[src/rtl/mbus_pkg.sv]
package mbus_pkg;

  localparam int REGION_BITS = 3;
  localparam int IO_REGION   = 4;

  typedef enum logic [1:0] {
    SQ_IDLE   = 2'd0,
    SQ_FIRST  = 2'd1,
    SQ_SECOND = 2'd2
  } seq_state_t;

  // RAM index -> address region; the I/O region is skipped
  function automatic logic [REGION_BITS-1:0] ram_region(input int idx);
    if (idx < IO_REGION) return REGION_BITS'(idx);
    return REGION_BITS'(idx + 1);
  endfunction

endpackage

[src/rtl/mbus_addr_dec.sv]
module mbus_addr_dec
  import mbus_pkg::*;
#(
  parameter int          ADDR_W       = 16,
  parameter int          N_RAM        = 6,
  parameter int          N_SLOT       = 32,
  parameter logic [31:0] SLOT_PRESENT = 32'hFFFF_00FF
) (
  input  logic [ADDR_W-1:0] addr,
  input  logic [N_RAM-1:0]  ram_en,
  output logic [N_RAM-1:0]  ram_hit,
  output logic [N_SLOT-1:0] io_hit
);
  localparam int SLOT_W = $clog2(N_SLOT);
  localparam int LOW_W  = ADDR_W - REGION_BITS;

  logic [REGION_BITS-1:0] region;
  logic                   io_win;

  assign region = addr[ADDR_W-1 -: REGION_BITS];
  assign io_win = (region == REGION_BITS'(IO_REGION)) &&
                  (addr[LOW_W-1:SLOT_W] == '0);

  for (genvar g = 0; g < N_RAM; g++) begin : g_ram
    assign ram_hit[g] = ram_en[g] && (region == ram_region(g));
  end

  for (genvar s = 0; s < N_SLOT; s++) begin : g_slot
    if (SLOT_PRESENT[s]) begin : g_present
      assign io_hit[s] = io_win && (addr[SLOT_W-1:0] == SLOT_W'(s));
    end else begin : g_absent
      assign io_hit[s] = 1'b0;
    end
  end
endmodule

[src/rtl/mbus_word_seq.sv]
module mbus_word_seq
  import mbus_pkg::*;
#(
  parameter int ADDR_W = 16,
  parameter int DW     = 8
) (
  input  logic            clk,
  input  logic            rst,
  input  logic            req_rd,
  input  logic            req_wr,
  input  logic            req_word,
  input  logic [ADDR_W-1:0] req_addr,
  input  logic [2*DW-1:0] req_wdata,
  input  logic [DW-1:0]   rbyte,
  output logic [ADDR_W-1:0] nxt_addr,
  output logic            nxt_act,
  output logic [ADDR_W-1:0] bus_addr,
  output logic [DW-1:0]   bus_wdata,
  output logic            bus_we,
  output logic [2*DW-1:0] rdata,
  output logic            busy,
  output logic            done
);
  seq_state_t      state, state_n;
  logic            word_q;
  logic            we_n;
  logic [DW-1:0]   wlo_q, hi_q, wb_n;
  logic            start;

  assign start = (state == SQ_IDLE) && (req_rd || req_wr);
  assign busy  = (state != SQ_IDLE);

  always_comb begin
    state_n  = state;
    nxt_act  = 1'b0;
    nxt_addr = bus_addr;
    we_n     = bus_we;
    wb_n     = bus_wdata;
    unique case (state)
      SQ_IDLE: if (start) begin
        nxt_act  = 1'b1;
        nxt_addr = req_addr;
        we_n     = req_wr;
        wb_n     = req_word ? req_wdata[2*DW-1:DW] : req_wdata[DW-1:0];
        state_n  = SQ_FIRST;
      end
      SQ_FIRST: if (word_q) begin
        nxt_act  = 1'b1;
        nxt_addr = bus_addr + ADDR_W'(1);
        wb_n     = wlo_q;
        state_n  = SQ_SECOND;
      end else begin
        state_n  = SQ_IDLE;
      end
      default: state_n = SQ_IDLE;
    endcase
  end

  always_ff @(posedge clk) begin
    if (rst) begin
      state     <= SQ_IDLE;
      bus_addr  <= '0;
      bus_wdata <= '0;
      bus_we    <= 1'b0;
      word_q    <= 1'b0;
      wlo_q     <= '0;
      hi_q      <= '0;
      rdata     <= '0;
      done      <= 1'b0;
    end else begin
      state     <= state_n;
      bus_addr  <= nxt_addr;
      bus_wdata <= wb_n;
      bus_we    <= nxt_act && we_n;
      done      <= 1'b0;
      if (start) begin
        word_q <= req_word;
        wlo_q  <= req_wdata[DW-1:0];
      end
      if (state == SQ_FIRST) begin
        if (word_q) begin
          hi_q <= rbyte;
        end else begin
          rdata <= {{DW{1'b0}}, rbyte};
          done  <= 1'b1;
        end
      end
      if (state == SQ_SECOND) begin
        rdata <= {hi_q, rbyte};
        done  <= 1'b1;
      end
    end
  end
endmodule

[src/rtl/mbus_router.sv]
module mbus_router
  import mbus_pkg::*;
#(
  parameter int          ADDR_W       = 16,
  parameter int          DW           = 8,
  parameter int          N_RAM        = 6,
  parameter int          N_SLOT       = 32,
  parameter logic [31:0] SLOT_PRESENT = 32'hFFFF_00FF
) (
  input  logic              clk,
  input  logic              rst,
  input  logic [N_RAM-1:0]  ram_en,
  input  logic              req_rd,
  input  logic              req_wr,
  input  logic              req_word,
  input  logic [ADDR_W-1:0] req_addr,
  input  logic [2*DW-1:0]   req_wdata,
  input  logic [DW-1:0]     ram_rdata,
  input  logic [DW-1:0]     io_rdata,
  output logic [ADDR_W-1:0] bus_addr,
  output logic [DW-1:0]     bus_wdata,
  output logic              bus_we,
  output logic [N_RAM-1:0]  ram_sel,
  output logic [N_SLOT-1:0] io_sel,
  output logic [2*DW-1:0]   rdata,
  output logic              busy,
  output logic              done
);
  logic [ADDR_W-1:0] nxt_addr;
  logic              nxt_act;
  logic [N_RAM-1:0]  ram_hit;
  logic [N_SLOT-1:0] io_hit;
  logic [DW-1:0]     rbyte;

  mbus_addr_dec #(
    .ADDR_W(ADDR_W), .N_RAM(N_RAM), .N_SLOT(N_SLOT), .SLOT_PRESENT(SLOT_PRESENT)
  ) u_dec (
    .addr(nxt_addr), .ram_en(ram_en), .ram_hit(ram_hit), .io_hit(io_hit)
  );

  // nothing selected -> floating bus reads as all ones
  always_comb begin
    if (|ram_sel)     rbyte = ram_rdata;
    else if (|io_sel) rbyte = io_rdata;
    else              rbyte = {DW{1'b1}};
  end

  mbus_word_seq #(.ADDR_W(ADDR_W), .DW(DW)) u_seq (
    .clk(clk), .rst(rst),
    .req_rd(req_rd), .req_wr(req_wr), .req_word(req_word),
    .req_addr(req_addr), .req_wdata(req_wdata), .rbyte(rbyte),
    .nxt_addr(nxt_addr), .nxt_act(nxt_act),
    .bus_addr(bus_addr), .bus_wdata(bus_wdata), .bus_we(bus_we),
    .rdata(rdata), .busy(busy), .done(done)
  );

  always_ff @(posedge clk) begin
    if (rst) begin
      ram_sel <= '0;
      io_sel  <= '0;
    end else begin
      ram_sel <= nxt_act ? ram_hit : '0;
      io_sel  <= nxt_act ? io_hit  : '0;
    end
  end
endmodule


[config.mk]
export PLATFORM = sky130hd
export DESIGN_NAME = mbus_router
export DESIGN_NICKNAME = d
export VERILOG_FILES = /design/src/rtl/mbus_pkg.sv /design/src/rtl/mbus_addr_dec.sv /design/src/rtl/mbus_word_seq.sv /design/src/rtl/mbus_router.sv
export SDC_FILE = /design/constraint.sdc
export NUM_CORES = 1
export LEC_CHECK = 0
export CORE_UTILIZATION = 42
export CTS_CLUSTER_DIAMETER = 100
export DETAILED_ROUTE_END_ITERATION = 10
export HOLD_SLACK_MARGIN = 0.05
export PLACE_DENSITY = 0.85
export SLEW_MARGIN = 20
export SYNTH_ARGS = -nofsm -noshare
export SYNTH_HDL_FRONTEND = slang
export SYNTH_SLANG_ARGS = --single-unit
[constraint.sdc]
create_clock -name clk -period 2.3 [get_ports clk]
set_input_delay 0.575 -clock clk [delete_from_list [all_inputs] [get_ports clk]]
set_output_delay 0.575 -clock clk [all_outputs]
set_load 0.005 [all_outputs]
## Word-level counts from Yosys, hierarchy flattened

Index checks and enable logic that the tools add are counted.

- Bits in writable memories: 0
- Bits in latches: 0
- Bits in read-only memories: 0
- Bits in registers: 99
- Word-level logic and storage cells: 118
- Output and inout port bits: 81
- Memories: 0
- Bits of input ports: 59

- Reductions and logical operators: 47
- $lt $le $gt $ge: 0
- Multiplexer cells: 23
- Shifts and indexed selects: 0
- Add/sub/neg operators: 1
- Divide/modulo/power cells: 0
- Equal/unequal tests: 34
- $mul: 0
- Bitwise operators: 1

Operators with widths:

| cell | count |
|---|---|
| $eq 5x5->1 const B | 16 |
| $mux 16 | 5 |
| $mux 8 | 5 |
| $logic_and 1x1->1 | 33 |
| $pmux 16 s2 | 1 |
| $reduce_or 32->1 | 1 |
| $eq 5x3->1 const B | 4 |
| $add 16x1->16 const B | 1 |
| $pmux 8 s2 | 1 |
| $eq 5x2->1 const B | 2 |
| $eq 3x3->1 const B | 3 |
| $logic_not 8->1 | 1 |
| $mux 1 | 7 |
| $eq 3x2->1 const B | 2 |
| $reduce_bool 2->1 | 3 |
| $reduce_or 6->1 | 1 |
| $eq 5x1->1 const B | 1 |
| $logic_not 5->1 | 1 |
| $mux 2 | 2 |
| $ne 2x1->1 const B | 2 |
| $pmux 2 s2 | 1 |
| $reduce_and 2->1 | 2 |
| $eq 3x1->1 const B | 1 |
| $logic_not 3->1 | 1 |
| 9 further kinds | 9 |

## Longest topological paths before layout

Gate-level depths: netlist of the first run.

- Depth after elaboration: 7
- Mapped depth: 11

## Hierarchy

From an unflattened synthesis of the first run, not the netlist that was laid out.

- Cells, all modules: 551
- Area, all modules: 4631.9 um^2

By module, submodules not included:

| module | area an instance (um^2) | cells an instance | instances | seq. area each (um^2) |
|---|---|---|---|---|
| mbus_word_seq | 3014.1 | 366 | 1 | 1221.2 |
| mbus_router | 1231.2 | 122 | 1 | 760.7 |
| mbus_addr_dec | 386.6 | 63 | 1 | 0.0 |

## Worst setup path after synthesis of the first run

No wires, ideal clock.

- Kind: register to register
- Start: register u_seq.bus_addr[0]
- End: register io_sel[0]
- Setup time: 74 ps
- Cell stages (with the launch flop): 9
- Path buffers: 1
- Clock period less this slack: 2220 ps
- Arrival: 2146 ps
- Path slack: 80 ps
- Cell sequence: dfxtp_1 > ha_1 > nand4_1 > nor3_2 > xor2_1 > a221oi_1 > nand4_1 > buf_2 > nor3_2

- Cells in the longest elaborated chain, start to end: 6
- Elaborated cells on any way between the ends: 9
- Those cells by class: 1 x add/sub; 1 x eq/ne; 3 x mux; 4 x reduce/logical

RTL lines:

| element | line | RTL |
|---|---|---|
| start, declared | mbus_word_seq.sv:17 | `output logic [ADDR_W-1:0] bus_addr,` |
| start signal, assigned | mbus_word_seq.sv:72 | `bus_addr <= nxt_addr;` |
| $add 16x1->16 | mbus_word_seq.sv:49 | `nxt_addr = bus_addr + ADDR_W'(1);` |
| $mux 16 | mbus_word_seq.sv:47 | `SQ_FIRST: if (word_q) begin` |
| $pmux 16 s2 (*) | mbus_word_seq.sv:39 | `unique case (state)` |
| $logic_not 8->1 or $eq 3x3->1 (tied branches) | mbus_addr_dec.sv:22, mbus_addr_dec.sv:21 |  |
| $logic_and 1x1->1 | mbus_addr_dec.sv:21 | `assign io_win = (region == REGION_BITS'(IO_REGION)) &&` |
| $logic_and 1x1->1 (*) | mbus_addr_dec.sv:30 | `assign io_hit[s] = io_win && (addr[SLOT_W-1:0] == SLOT_W'(s));` |
| end signal, assigned | mbus_router.sv:63 | `io_sel <= nxt_act ? io_hit : '0;` |
| end, declared | mbus_router.sv:24 | `output logic [N_SLOT-1:0] io_sel,` |

Every way passes the cells marked *; elsewhere a longest branch is shown, timed or not.
A chain may end at the register's enable or synchronous reset.

## Worst setup path in the final report of the first run

- Start: register u_seq.state[0]
- End: register io_sel[18]

- Cells in the longest elaborated chain, start to end: 7
- Elaborated cells on any way between the ends: 14
- Those cells by class: 3 x eq/ne; 4 x mux; 1 x bitwise; 6 x reduce/logical

RTL lines:

| element | line | RTL |
|---|---|---|
| start, declared | mbus_word_seq.sv:24 | `seq_state_t state, state_n;` |
| start signal, assigned | mbus_word_seq.sv:71 | `state <= state_n;` |
| $logic_not 2->1 | mbus_word_seq.sv:30, mbus_word_seq.sv:39 |  |
| $logic_and 1x1->1 | mbus_word_seq.sv:30 | `assign start = (state == SQ_IDLE) && (req_rd \|\| req_wr);` |
| $mux 16 | mbus_word_seq.sv:40 | `SQ_IDLE: if (start) begin` |
| $pmux 16 s2 | mbus_word_seq.sv:39 |  |
| $logic_not 8->1 or $eq 3x3->1 (tied branches) | mbus_addr_dec.sv:22, mbus_addr_dec.sv:21 |  |
| $logic_and 1x1->1 | mbus_addr_dec.sv:21 |  |
| $logic_and 1x1->1 | mbus_addr_dec.sv:30 |  |

Parallel ways exist; a longest one is shown, timed or not.

==> results.py, run 1 <==
metrics = {
    "clock_tree": {
        "clock-root-buffer": "sky130_fd_sc_hd__clkbuf_8",
        "tritoncts": "yes",
        "cts_num_sinks": 91,
        "max-clock-path-buffers": 2,
        "insertion_delay_ns": 0.38,
        "cts_inserted_buffers": 9,
        "cts.reportedPaths.clkPinSlew_ns": 0.09,
        "clock_tree.htree_level_count": 3,
        "cts.hold.buffers_added": 0,
    },
    "sta": {
        "finalMaxSlewViolations": 0,
        "setup_tns_ns": 0,
        "layout_min_cycle_time_ns": 2.29,
        "fin_hold_ws_ns": 0.459,
        "setup_viol_count_final": 0,
        "finalHoldViolCount": 0,
        "fmax_mhz": 437,
        "post_route_fraction_of_the_period_consumed_by_the_critical_path_pct": 99.5,
        "setup_slack_ns": 0.0117,
        "timing.clock.skew_ns": 0.0101,
    },
    "logic_synthesis": {
        "synth-seq-area-share_pct": 41.3,
        "synth_cells": 523,
        "synth_async_sr_flop_share_pct": 0,
        "ys_seq_elements": 91,
        "number_of_synthesized_flops_with_an_enable_pin": 0,
        "ys_types": 57,
        "synth_area_um2": 4410,
        "yosysWarningCount": 0,
        "synth_flop_cell": "sky130_fd_sc_hd__dfxtp_1",
        "syn-mean-instance-area_um2": 8.44,
    },
    "critical_path": {
        "crit_path_cell_trace": "inv_4 -> ha_4 -> buf_8 -> nand2b_4 -> buf_4 -> nand3_1 -> o211ai_1 -> nor4_1 -> nand4_1 -> buf_6 -> buf_12 -> nor3_1",
        "critPathTopFamily": "simple AND/OR/NAND/NOR gates",
        "required_ns": 2.60,
        "worst-path-buf-inv": 5,
        "critPathKind": "reg -> reg",
        "cp_slowest_stage_delay_ns": 0.37,
        "worst_path_max_delay_cell": "sky130_fd_sc_hd__dfxtp_4",
        "timing.critical_path.fanout_max": 12,
        "worst_setup_path_start_kind": "register",
        "worstPathArrival_ns": 2.59,
        "timing.critical_path.to_type": "register",
    },
    "routing": {
        "antenna_violating_nets_post_route": 0,
        "wl_met2_um": 6950,
        "routed_wire_length_per_instance_um": 16.8,
        "via_count": 4782,
        "drt-met1-wl_um": 5760,
        "routed_via_density": 5.65,
        "dr.max_layer_used": "met4",
        "dr.first_iter.drc_count": 365,
        "drcViolationCount": 0,
        "drtPass1Iterations": 6,
        "postRouteWirelength_um": 14200,
        "dr_wl_met3_um": 1190,
    },
    "floorplan": {
        "die_area_um2": 10900,
        "initial_utilization_pct": 43.0,
        "floorplan.die.height_um": 105,
        "row_count": 37,
        "floorplan.io_pins": 140,
        "floorplan.die.width_um": 105,
        "floorplan.core_area_um2": 10300,
    },
    "place": {
        "post_place_cells": 820,
        "pre_cts_slack_ns": -0.599,
        "hpwl_um": 10100,
        "routabilityCongestion": 0.955,
        "io_buffers": 131,
    },
    "layout": {
        "layout.cells.most_common": "sky130_fd_sc_hd__clkdlybuf4s50_1",
        "antennaDiodeCount": 0,
        "leading_cell_types_in_the_layout_fill_and_taps_excluded": "128 x sky130_fd_sc_hd__clkdlybuf4s50_1, 86 x sky130_fd_sc_hd__dfxtp_1, 67 x sky130_fd_sc_hd__buf_4, 64 x sky130_fd_sc_hd__nand2_1, 53 x sky130_fd_sc_hd__nor2_1",
        "filler_cell_count": 836,
        "fin_util_pct": 65.5,
        "final_nets": 768,
        "synthToLayoutAreaGrowth_pct": 52.5,
        "layout-drive-gt1-share_pct": 22.3,
        "layout.cells.non_filler": 846,
    },
    "power_and_ir_drop": {
        "sw_frac_of_total_pct": 30.9,
        "power.leakage_nw": 2.62,
        "power.combinational.fraction_pct": 28.4,
        "power_density_nw_per_um2": 593,
        "clock_power_share_pct": 28.2,
        "vdd.ir_drop.worst_v": 0.000374,
        "power.share.sequential_pct": 43.4,
        "internal_power_w": 0.00276,
        "switching_power_total_w": 0.00123,
    },
    "job": {
        "maxCapViolations": 0,
    },
    "grt": {
        "grt_max_degree": 27,
        "number_of_global_route_vias_before_repair": 4628,
        "globalRoute.totalOverflow": 0,
        "globalRouteTotalUtil_pct": 25.5,
        "wire_length_of_the_first_global_routing_pass_um": 22400,
        "grt_antenna_before_repair": 0,
    },
    "worst_hold_path": {
        "worstHoldPathType": "reg -> reg",
    },
    "status": {
        "result_of_the_run": "finished clean",
    },
}
-- Yosys cell counts (2+ instances only) --
library cell	instances	area share (%)
sky130_fd_sc_hd__a22oi_1	10	1.7
sky130_fd_sc_hd__nor4_1	8	1.1
sky130_fd_sc_hd__nand3_1	35	4.0
sky130_fd_sc_hd__a221oi_1	4	0.79
sky130_fd_sc_hd__a21oi_1	34	3.9
sky130_fd_sc_hd__nand4_1	8	1.1
sky130_fd_sc_hd__o21ai_1	3	0.34
sky130_fd_sc_hd__o21ai_0	24	2.7
sky130_fd_sc_hd__nand4_4	2	0.96
sky130_fd_sc_hd__nor3_1	9	1.0
sky130_fd_sc_hd__nor3_2	22	5.0
sky130_fd_sc_hd__a221o_1	2	0.45
sky130_fd_sc_hd__ha_1	4	1.1
sky130_fd_sc_hd__inv_1	5	0.43
sky130_fd_sc_hd__mux2i_1	12	2.7
sky130_fd_sc_hd__dfxtp_1	91	41
sky130_fd_sc_hd__and3b_1	2	0.40
sky130_fd_sc_hd__o211a_1	4	0.91
sky130_fd_sc_hd__a21o_1	3	0.51
sky130_fd_sc_hd__o22ai_1	8	1.1
sky130_fd_sc_hd__or4_1	3	0.51
sky130_fd_sc_hd__buf_6	2	0.51
sky130_fd_sc_hd__nor2b_1	4	0.57
sky130_fd_sc_hd__clkbuf_1	20	1.7
sky130_fd_sc_hd__a211oi_1	3	0.51
sky130_fd_sc_hd__a221oi_4	2	1.2
sky130_fd_sc_hd__nor2_1	56	4.8
sky130_fd_sc_hd__and3_1	4	0.57
sky130_fd_sc_hd__nand2b_1	2	0.28
sky130_fd_sc_hd__o211ai_1	2	0.34
sky130_fd_sc_hd__nand2_1	64	5.4
sky130_fd_sc_hd__a211oi_2	3	0.85
sky130_fd_sc_hd__nor3b_1	7	1.2
sky130_fd_sc_hd__nand3b_1	2	0.34
sky130_fd_sc_hd__buf_2	12	1.4
sky130_fd_sc_hd__a31oi_1	4	0.57
sky130_fd_sc_hd__buf_4	9	1.5
sky130_fd_sc_hd__nand4b_1	2	0.40
sky130_fd_sc_hd__and2_1	8	1.1
sky130_fd_sc_hd__buf_1	2	0.17
sky130_fd_sc_hd__nor4bb_1	2	0.45
sky130_fd_sc_hd__xor2_1	5	0.99
-- flip-flops by register name (all words and copies together), names as in the netlist --
register / flops
u_seq.bus_addr: 16
u_seq.wlo_q: 8
u_seq.state: 2
u_seq.bus_wdata: 8
u_seq.rdata: 16
io_sel: 24
ram_sel: 6
u_seq.bus_we: 1
u_seq.done: 1
u_seq.hi_q: 8
u_seq.word_q: 1
-- layout make-up --
cell class | count | area, µm² | area share, %
multi-input combinational | 389 | 2520 | 37.5
timing repair buffer | 209 | 1980 | 29.5
sequential | 91 | 1830 | 27.2
tap | 136 | 170 | 2.53
clock buffer | 10 | 128 | 1.90
clock inverter | 6 | 72.6 | 1.08
inverter | 5 | 26.3 | 0.390
-- cells by family after synthesis --
family	count (synthesis)	share of synthesized area, %
and+or+nand+nor	246	30.6
AOI/OAI and AO/OA	112	17.0
DFF	91	41.3
buffers and inverters	50	5.70
muxes	13	2.98
xor gates and xnor gates	6	1.19
adders and majority gates	4	1.13
other	1	0.0850
-- final timing paths --
check             slack (ns)  cells after the start            from              to
hold reg to reg         0.46                      2  u_seq.wlo_q[4]  u_seq.wlo_q[4]
setup / recovery        0.01                     12  u_seq.state[0]      io_sel[18]
setup reg to reg        0.01                     12  u_seq.state[0]      io_sel[18]
hold / removal          0.46                      2  u_seq.wlo_q[4]  u_seq.wlo_q[4]
-- tightest hold or removal path, cell delays in order, from the launching register on --
cell and delay, ns:
sky130_fd_sc_hd__dfxtp_1 0.32, sky130_fd_sc_hd__nand2_1 0.05, sky130_fd_sc_hd__a21oi_1 0.05
-- layer usage --
metal / up-vias / GRT usage [%]
met5: - / 0
met4: 0 / 8.88
met3: 44 / 6.20
met2: 274 / 42.8
met1: 2239 / 31.7
li1: 2225 / -
-- metrics by stage --
stage	cell area (µm²)	total power, W
floorplan	4440	0.00226
global placement	6230	0.00274
detailed placement	6230	0.00277
CTS	6500	0.00391
global route	6730	0.00416
finish	6730	0.00399
-- power by group through the flow --
stage                     Sequential [W]  Clock, W  Combinational, W
final                            0.00173   0.00113           0.00113
after global routing             0.00174   0.00120           0.00122
after CTS                        0.00172   0.00114           0.00104
after detailed placement         0.00176         0           0.00101
after global placement           0.00176         0          0.000983
after floorplan                  0.00177         0          0.000483
-- timing repair --
action	in CTS	in global routing
cloned	0	2
endpoints found under the setup margin	30	28
gates resized for setup	18	34
pin swaps	3	4
setup buffers	3	6
Power figures use the tool's default switching activity.
==> run 2: changes to the inputs <==
CTS_CLUSTER_DIAMETER = unset   (was 100)
==> results of run 2 <==
The final DEF is identical to that of run 1; final timing and power are the same.
